File: src/rtl/scs_pkg.sv
package scs_pkg;

    typedef enum logic [1:0] {
        PH_IDLE = 2'd0,
        PH_UP   = 2'd1,
        PH_ON   = 2'd2,
        PH_DOWN = 2'd3
    } phase_e;

    typedef struct packed {
        logic pump;
        logic vcc;
        logic io;
        logic clk;
    } rails_t;

    localparam int STEP_W = 4;
    localparam logic [STEP_W-1:0] STEP_MAX = '1;

    // half-unit indices of the power-up grid
    localparam logic [STEP_W-1:0] UP_VCC = 4'd3;
    localparam logic [STEP_W-1:0] UP_IO  = 4'd8;
    localparam logic [STEP_W-1:0] UP_RST = 4'd14;

    // half-unit indices of the shutdown grid
    localparam logic [STEP_W-1:0] DN_CLK = 4'd1;
    localparam logic [STEP_W-1:0] DN_IO  = 4'd2;
    localparam logic [STEP_W-1:0] DN_VCC = 4'd3;
    localparam logic [STEP_W-1:0] DN_END = 4'd10;

    localparam rails_t RAILS_OFF = '{pump: 1'b0, vcc: 1'b0, io: 1'b0, clk: 1'b0};
    localparam rails_t RAILS_ALL = '{pump: 1'b1, vcc: 1'b1, io: 1'b1, clk: 1'b1};

    function automatic rails_t rails_rising(input logic [STEP_W-1:0] step, input logic clk_ok);
        rails_t r;
        r.pump = 1'b1;
        r.vcc  = (step >= UP_VCC);
        r.io   = (step >= UP_IO);
        r.clk  = (step >= UP_IO) && clk_ok;
        return r;
    endfunction

    function automatic rails_t rails_falling(input rails_t held, input logic [STEP_W-1:0] step);
        rails_t r;
        r.pump = held.pump & (step < DN_END);
        r.vcc  = held.vcc  & (step < DN_VCC);
        r.io   = held.io   & (step < DN_IO);
        r.clk  = held.clk  & (step < DN_CLK);
        return r;
    endfunction

endpackage

File: src/rtl/scs_tick.sv
module scs_tick
    import scs_pkg::*;
#(
    parameter int HALF_T = 32
) (
    input  logic              clk,
    input  logic              rst,
    input  logic              restart,
    output logic [STEP_W-1:0] step,
    output logic              step_end
);

    localparam int SUB_W = (HALF_T > 1) ? $clog2(HALF_T) : 1;
    localparam logic [SUB_W-1:0] SUB_LAST = SUB_W'(HALF_T - 1);

    logic [SUB_W-1:0] sub;

    assign step_end = (sub == SUB_LAST);

    always_ff @(posedge clk) begin
        if (rst || restart) begin
            sub  <= '0;
            step <= '0;
        end else if (step_end) begin
            sub <= '0;
            if (step != STEP_MAX) begin
                step <= step + 1'b1;
            end
        end else begin
            sub <= sub + 1'b1;
        end
    end

endmodule

File: src/rtl/scs_guard.sv
module scs_guard
    import scs_pkg::*;
#(
    parameter int STRETCH_CYC = 25000
) (
    input  logic clk,
    input  logic rst,
    input  logic start_n,
    input  logic in_session,
    input  logic pres_n,
    input  logic pres,
    input  logic ovc,
    input  logic ovt,
    input  logic supply_alarm,
    output logic present,
    output logic blocked,
    output logic fault_q,
    output logic trip
);

    localparam int CNT_W = $clog2(STRETCH_CYC + 1);
    localparam logic [CNT_W-1:0] CNT_LOAD = CNT_W'(STRETCH_CYC);

    logic [CNT_W-1:0] hold_cnt;
    logic             fault_now;

    assign present   = !pres_n || pres;
    assign fault_now = ovc || ovt || !present;
    assign blocked   = supply_alarm || (hold_cnt != '0);
    assign trip      = in_session && (fault_now || fault_q || supply_alarm);

    // supply alarm stretcher, also armed by reset
    always_ff @(posedge clk) begin
        if (rst || supply_alarm) begin
            hold_cnt <= CNT_LOAD;
        end else if (hold_cnt != '0) begin
            hold_cnt <= hold_cnt - 1'b1;
        end
    end

    // flagged fault memory, released only by the host lifting its request
    always_ff @(posedge clk) begin
        if (rst || start_n) begin
            fault_q <= 1'b0;
        end else if (in_session && fault_now) begin
            fault_q <= 1'b1;
        end
    end

endmodule

File: src/rtl/scs_seq.sv
module scs_seq
    import scs_pkg::*;
(
    input  logic              clk,
    input  logic              rst,
    input  logic              start_n,
    input  logic              rst_req,
    input  logic              present,
    input  logic              blocked,
    input  logic              fault_q,
    input  logic              trip,
    input  logic [STEP_W-1:0] step,
    input  logic              step_end,
    output logic              restart,
    output logic              in_session,
    output rails_t            rails,
    output logic              card_rst
);

    phase_e phase_q, phase_d;
    rails_t held_q;
    logic   rearm_q;
    logic   clk_armed_q;
    logic   accept;

    assign accept     = (phase_q == PH_IDLE) && !start_n && rearm_q
                        && !blocked && present && !fault_q;
    assign in_session = (phase_q == PH_UP) || (phase_q == PH_ON);

    always_comb begin
        phase_d = phase_q;
        restart = 1'b0;
        unique case (phase_q)
            PH_IDLE: begin
                if (accept) begin
                    phase_d = PH_UP;
                    restart = 1'b1;
                end
            end
            PH_UP: begin
                if (start_n || trip) begin
                    phase_d = PH_DOWN;
                    restart = 1'b1;
                end else if (step_end && (step == UP_RST - 1'b1)) begin
                    phase_d = PH_ON;
                end
            end
            PH_ON: begin
                if (start_n || trip) begin
                    phase_d = PH_DOWN;
                    restart = 1'b1;
                end
            end
            PH_DOWN: begin
                if (step_end && (step == DN_END - 1'b1)) begin
                    phase_d = PH_IDLE;
                end
            end
            default: phase_d = PH_IDLE;
        endcase
    end

    always_comb begin
        unique case (phase_q)
            PH_UP:   rails = rails_rising(step, clk_armed_q || !rst_req);
            PH_ON:   rails = RAILS_ALL;
            PH_DOWN: rails = rails_falling(held_q, step);
            default: rails = RAILS_OFF;
        endcase
    end

    assign card_rst = (phase_q == PH_ON) && rst_req;

    always_ff @(posedge clk) begin
        if (rst) begin
            phase_q     <= PH_IDLE;
            held_q      <= RAILS_OFF;
            rearm_q     <= 1'b0;
            clk_armed_q <= 1'b0;
        end else begin
            phase_q <= phase_d;
            if (accept) begin
                rearm_q <= 1'b0;
            end else if (start_n) begin
                rearm_q <= 1'b1;
            end
            if (accept) begin
                clk_armed_q <= !rst_req;
            end else if ((phase_q == PH_UP) && (step >= UP_IO) && !rst_req) begin
                clk_armed_q <= 1'b1;
            end
            if (in_session && (phase_d == PH_DOWN)) begin
                held_q <= rails;
            end
        end
    end

endmodule

File: src/rtl/scs_ctrl.sv
module scs_ctrl
    import scs_pkg::*;
#(
    parameter int HALF_T      = 32,
    parameter int STRETCH_CYC = 25000
) (
    input  logic clk,
    input  logic rst,
    input  logic start_n,
    input  logic rst_req,
    input  logic pres_n,
    input  logic pres,
    input  logic ovc,
    input  logic ovt,
    input  logic supply_alarm,
    output logic pump_en,
    output logic vcc_en,
    output logic io_en,
    output logic clk_en,
    output logic card_rst,
    output logic stat_n
);

    logic [STEP_W-1:0] step;
    logic              step_end;
    logic              restart;
    logic              in_session;
    logic              present;
    logic              blocked;
    logic              fault_q;
    logic              trip;
    rails_t            rails;

    scs_tick #(.HALF_T(HALF_T)) u_tick (
        .clk      (clk),
        .rst      (rst),
        .restart  (restart),
        .step     (step),
        .step_end (step_end)
    );

    scs_guard #(.STRETCH_CYC(STRETCH_CYC)) u_guard (
        .clk          (clk),
        .rst          (rst),
        .start_n      (start_n),
        .in_session   (in_session),
        .pres_n       (pres_n),
        .pres         (pres),
        .ovc          (ovc),
        .ovt          (ovt),
        .supply_alarm (supply_alarm),
        .present      (present),
        .blocked      (blocked),
        .fault_q      (fault_q),
        .trip         (trip)
    );

    scs_seq u_seq (
        .clk        (clk),
        .rst        (rst),
        .start_n    (start_n),
        .rst_req    (rst_req),
        .present    (present),
        .blocked    (blocked),
        .fault_q    (fault_q),
        .trip       (trip),
        .step       (step),
        .step_end   (step_end),
        .restart    (restart),
        .in_session (in_session),
        .rails      (rails),
        .card_rst   (card_rst)
    );

    assign pump_en = rails.pump;
    assign vcc_en  = rails.vcc;
    assign io_en   = rails.io;
    assign clk_en  = rails.clk;
    assign stat_n  = start_n ? present : !fault_q;

endmodule

File: config.mk
export PLATFORM = sky130hd
export DESIGN_NAME = scs_ctrl
export DESIGN_NICKNAME = d
export VERILOG_FILES = /design/src/rtl/scs_pkg.sv /design/src/rtl/scs_tick.sv /design/src/rtl/scs_guard.sv /design/src/rtl/scs_seq.sv /design/src/rtl/scs_ctrl.sv
export SDC_FILE = /design/constraint.sdc
export NUM_CORES = 1
export LEC_CHECK = 0
export ABC_CLOCK_PERIOD_IN_PS = 4500
export BUFFER_PORTS_ARGS = -buffer_cell sky130_fd_sc_hd__buf_4
export CAP_MARGIN = 40
export CORE_MARGIN = 5
export CORE_UTILIZATION = 40
export CTS_CLUSTER_DIAMETER = 100
export DETAILED_ROUTE_END_ITERATION = 10
export PLACE_DENSITY = 0.6
export SYNTH_ARGS = -nofsm -noshare
export SYNTH_HDL_FRONTEND = slang
export SYNTH_SLANG_ARGS = --single-unit
export TNS_END_PERCENT = 50
File: constraint.sdc
create_clock -name clk -period 4.5 [get_ports clk]
set_clock_uncertainty 0.2 [all_clocks]
set_input_delay 0.9 -clock clk [delete_from_list [all_inputs] [get_ports clk]]
set_output_delay 0.9 -clock clk [all_outputs]
set_load 0.05 [all_outputs]
==> impl_metrics.ini, run 1 <==
[detailed_routing]
num_vias = 1528
drtPass1Iterations = 4
antenna_left = 0
drt_iter0_markers = 59
routed_wl_mm = 3.80
drc = 0
routed_wire_length_per_instance_um = 13.7
viasPerCell = 5.52

[worst_setup_path]
rr_worst_depth = 9
setup.worst_path.class = reg -> out
r2r-end = u_seq.held_q[3]
crit_path_max_incr_delay_ns = 0.48
worstPathRequired_ns = 3.40
startpoint = u_seq.phase_q[1]
path_cells = inv_1, ha_1, nor2b_1, a311oi_1, nor2_1, buf_4
arrival_ns = 1.92
cp_max_fo = 7
crit_slowest_cell = dfxtp_1
worst_setup_path_start_kind = flop
endpoint_kind = primary output
reg2reg_from = u_tick.sub[0]
rrSetupSlack_ns = 1.79
critPathTopFamily = flip-flops
path_buf_inv = 2

[synthesis]
synth_top_area_share_pct = 36.1
ys_ff_latch = 33
synth_area_leader_cell = dfxtp_1
synthArstFlopShare_pct = 0
syn_avg_cell_area_um2 = 8.55
synthXorXnorAreaFrac_pct = 6.70
synth_top_family_by_area = simple AND/OR/NAND/NOR gates
synth_edf_count = 0
synth_fp_nets = 235
synth_area_leaders = dfxtp_1, ha_1, nor2_1
syn_area_mm2 = 0.00183
ys_seq_area_share_pct = 36.1
synth-compound-area-share_pct = 17.9
ys_types = 45
synth-main-ff-cell = dfxtp_1
ys.warnings.count = 0
synth_fa_ha_area_share_pct = 8.21
synthSimpleGateAreaFrac_pct = 25.9
syn_inst = 214
muxShareOfSynthArea_pct = 0.616

[pwr]
clockPowerShare_pct = 39.8
swShare_pct = 22.5
p_per_area_mw_per_mm2 = 275
power_frac_seq_pct = 54.1
leakagePower_nw = 0.715
peakVddDrop_mv = 0.159
intPower_mw = 0.434
p_comb_share_pct = 6.1
p_sw_mw = 0.126

[floorplan]
die_w_um = 77.6
fp-row-count = 24
dieArea_mm2 = 0.00603
io_pins = 15
die_h_um = 77.6
start_util_pct = 41.7
fp.coreArea_mm2 = 0.00438

[min_path]
min_to = u_tick.sub[0]
hold_start = u_tick.sub[0]
worstHoldPathCells = 1
hold_class = reg -> reg

[timing]
period_needed_ns = 3.02
fin_tns_setup_ns = 0
worstMarginPinSlew_ns = 0.547
hold_viol = 0
max_slew_margin_pct = 63.3
setup_viol = 0
rsz0062_at_grt = false
maxSlewViolCount = 0
fin_crit_sh_pct = 67.0
max_freq_mhz = 332
whs_ns = 0.252

[placement]
gp_congestion = 0.804
dp_hpwl_mm = 2.80
io_buffer_count = 14
post-place-cells = 270

[clock_tree]
cts_hold_buf = 0
post_cts_buffers = 0
cts_tree = yes
cts-root-buf = clkbuf_8
path_clk_slew_ns = 0.06
cts_resized = 0
cts_buffers = 5
cts.sinks = 33
clock_latency_ns = 0.28
max-clock-path-buffers = 2
cts_max_level = 2

[finish]
fill_cells = 441
areaGrowthSynthToFinish_pct = 11.4
fin_cells = 277
num_antenna_cells = 0
layout-drive-gt1-share_pct = 14.2
finish.net_count = 246

[grt]
grt_pass1_vias = 1411
use_met1_pct = 19.2
grt_first_pass_wirelength_mm = 6.76
grt_util_met3_pct = 4.40
met2_usage_pct = 19.4
grt_usage_pct = 13.7
grt_max_degree = 13
busiest_layer = met2
antenna_found_initial = 0
overflow = 0

[run]
maxCapViolCount = 0

[run_status]
status = finished, final reports clean
-- cell usage after synthesis, types with 5 or more instances --
master    count
nand3_1      12
nand2_1      10
xor2_1        6
dfxtp_1      33
xnor2_1       8
nand4_1       5
nor2_1       33
ha_1         12
inv_1         9
nor3_1       10
clkbuf_1      5
a21oi_1      17
o21ai_1       5
-- area by class of cell --
| class | instances | area, µm² | area share [%] |
|---|---|---|---|
| Multi-Input combinational cell | 162 | 1090 | 53.3 |
| Sequential cell | 33 | 661 | 32.4 |
| Clock buffer | 7 | 86.3 | 4.24 |
| Tap cell | 52 | 65.1 | 3.19 |
| Timing Repair Buffer | 14 | 105 | 5.16 |
| Inverter | 9 | 33.8 | 1.66 |
-- stage by stage --
| stage | setup WS (ns) | power [mW] | area [µm²] | util [%] |
|---|---|---|---|---|
| CTS | 1.49 | 0.567 | 2040 | 46.5 |
| global route | 1.35 | 0.588 | 2040 | 46.5 |
| global placement | 1.72 | 0.344 | 1950 | 44.5 |
| detailed placement | 1.70 | 0.344 | 1950 | 44.5 |
| finish | 1.48 | 0.560 | 2040 | 46.5 |
| floorplan | 1.53 | 0.331 | 1830 | - |
-- power groups by stage --
stage / logic [mW] / registers (mW) / clock network, mW
floorplan: 0.0220 / 0.309 / 0
global placement: 0.0339 / 0.310 / 0
detailed placement: 0.0341 / 0.310 / 0
CTS: 0.0345 / 0.303 / 0.230
global route: 0.0391 / 0.304 / 0.244
finish: 0.0340 / 0.303 / 0.223
-- layer usage --
metal	vias to the layer above	wire, µm
li1	795	-
met1	691	1940
met2	36	1580
met3	6	218
met4	0	66
met5	-	0
-- cell families after synthesis --
group | Yosys count
simple gates | 90
xor+xnor | 14
buf+inv | 19
fa+ha+maj | 12
flops | 33
compound gates | 45
mux | 1
-- worst max-delay path by stage --
stage | cells after the start | end | slack [ns]
after floorplan | 3 | clk_en | 1.53
after global placement | 4 | stat_n | 1.72
after detailed placement | 4 | stat_n | 1.70
after global routing | 6 | vcc_en | 1.35
after CTS | 6 | vcc_en | 1.49
final | 6 | vcc_en | 1.48
-- layout by cell type (no fill, tap or decap), drive strengths merged, types with 4 or more instances in the layout --
master and count:
a21oi 17, a311oi 5, a31oi 4, and4 4, buf 14, clkbuf 7, dfxtp 33, ha 12
inv 9, nand2 11, nand3 12, nand4 5, nor2 33, nor3 10, o21ai 8, xnor2 8
xor2 6
-- flip-flops by register name (all words and copies together), names as in the netlist --
register,cells
u_tick.sub,5
u_guard.fault_q,1
u_seq.phase_q,2
u_seq.rearm_q,1
u_tick.step,4
u_seq.held_q,4
u_guard.hold_cnt,15
u_seq.clk_armed_q,1
Power figures use the tool's default switching activity.
==> run 2, diff against run 1 <==
ABC_CLOCK_PERIOD_IN_PS = 2500   (was 4500)
PLACE_DENSITY = 0.62   (was 0.6)
clock period = 2.5 ns   (was 4.5 ns; I/O delays follow)
==> impl_metrics.ini, run 2 (synthesized netlist as in run 1, its figures left out) <==
[min_path]
hold_start = start_n
hold_class = in -> reg

[timing]
max_freq_mhz = 419
max_slew_margin_pct = 72.4
period_needed_ns = 2.38
maxSlewViolCount = 0
worstMarginPinSlew_ns = 0.411
worst_slack_ns = 0.115
hold_viol = 0
setup_viol = 0
fin_tns_setup_ns = 0
fin_crit_sh_pct = 95.4

[grt]
grt_max_degree = 13
grt_usage_pct = 13.1
grt_pass1_vias = 1391
grt_first_pass_wirelength_mm = 6.50
antenna_found_initial = 0
overflow = 0

[finish]
most-common-layout-cells = nor2_1, dfxtp_1, buf_4, a21oi_1, nand3_1
finish.net_count = 257
largestRegisters = u_guard.hold_cnt (15), u_tick.sub (5)
fill_cells = 426
areaGrowthSynthToFinish_pct = 20.0
finalInstanceArea_mm2 = 0.00219
num_antenna_cells = 0
layout-drive-gt1-share_pct = 23.2
top_register = u_guard.hold_cnt
largest_reg_flops = 15

[floorplan]
io_pins = 15
die_h_um = 77.6
fp.coreArea_mm2 = 0.00438
start_util_pct = 41.7
fp-row-count = 24
die_w_um = 77.6
dieArea_mm2 = 0.00603

[pwr]
peakVddDrop_mv = 0.251
finalPower_mw = 1.13
leakagePower_nw = 0.781
p_per_area_mw_per_mm2 = 513

[detailed_routing]
viasPerCell = 5.45
num_vias = 1575
routed_wl_mm = 3.92
routed_wire_length_per_instance_um = 13.5
drt_iter0_markers = 128
drc = 0
antenna_left = 0
drtPass1Iterations = 4

[worst_setup_path]
endpoint_kind = flop
path_buf_inv = 0
critPathTopFamily = compound AO/OA/AOI/OAI gates
r2r-end = u_seq.held_q[2]
crit_path_max_incr_delay_ns = 0.44
path_depth = 8
startpoint = u_tick.sub[0]
reg2reg_from = u_tick.sub[0]
worst_setup_path_start_kind = flop
setup.worst_path.class = reg -> reg
path_cells = ha_2, and3_1, ha_1, and4_4, o41a_4, a311o_2, nand3_1, a21oi_1
rr_worst_depth = 8
rrSetupSlack_ns = 0.12
cp_max_fo = 4
arrival_ns = 2.36
worstPathRequired_ns = 2.48
crit_slowest_cell = o41a_4
cp-endpoint = u_seq.held_q[2]

[clock_tree]
cts-root-buf = clkbuf_8
cts.sinks = 33
cts_buffers = 5
cts_max_level = 2
max-clock-path-buffers = 2
clock_latency_ns = 0.28
cts_tree = yes
cts_hold_buf = 0
path_clk_slew_ns = 0.07

[placement]
gp_congestion = 0.808
dp_hpwl_mm = 2.81
place_ws_ns = 0.0324
io_buffer_count = 14
placed_cell_area_mm2 = 0.00203

[run]
maxCapViolCount = 0

[run_status]
status = finished, final reports clean
run 2: cell types whose count changed in the layout (fill, tap and decap cells not counted), sizes merged:
| cell | previous run | this run |
|---|---|---|
| bufinv | 0 | 1 |
| buf | 14 | 25 |
run 2: how the worst min path moves through the flow:
| stage | to | slack [ns] | depth (start not counted) |
|---|---|---|---|
| final | u_guard.fault_q | 0.24 | 2 |
| after global routing | u_guard.fault_q | 0.25 | 2 |
| after CTS | u_guard.fault_q | 0.23 | 2 |
| after detailed placement | u_tick.sub[0] | 0.25 | 1 |
| after global placement | u_tick.sub[0] | 0.24 | 1 |
| after floorplan | u_tick.sub[0] | 0.23 | 1 |
run 2: routing by layer:
layer | vias up | global-route usage, % | share of wire [%]
li1 | 807 | - | -
met1 | 727 | 18.7 | 48
met2 | 39 | 18.4 | 45
met3 | 2 | 4.51 | 6.5
met4 | 0 | 3.61 | 0.69
met5 | - | 0 | 0
run 2: area by class of cell:
type | count | area (µm²) | share of cell area (%)
Multi-Input combinational cell | 162 | 1130 | 51.5
Inverter | 9 | 33.8 | 1.54
Clock buffer | 7 | 86.3 | 3.93
Timing Repair Buffer | 25 | 188 | 8.55
Sequential cell | 33 | 661 | 30.1
Tap cell | 52 | 65.1 | 2.96
Clock inverter | 1 | 30.0 | 1.37
run 2: power breakdown:
group	total (mW)	switching [mW]	internal (mW)	leakage, nW
clock network	0.514	0.190	0.325	0.0585
logic	0.0676	0.0358	0.0318	0.455
registers	0.544	0.00812	0.536	0.268
run 2: what timing repair did:
action / CTS / global route
setup endpoints to repair: 0 / 8
setup buffers: 0 / 1
resized for setup: 0 / 13
hold endpoints to repair: 0 / 0
run 2: per-stage QoR:
step           util, %  hold WS [ns]  cells
6_report          50.1         0.239    289
5_1_grt           50.1         0.245    289
4_1_cts           48.9         0.231    288
3_5_place_dp      46.2         0.249    280
3_3_place_gp      46.2         0.239    280
2_1_floorplan        -         0.228    214
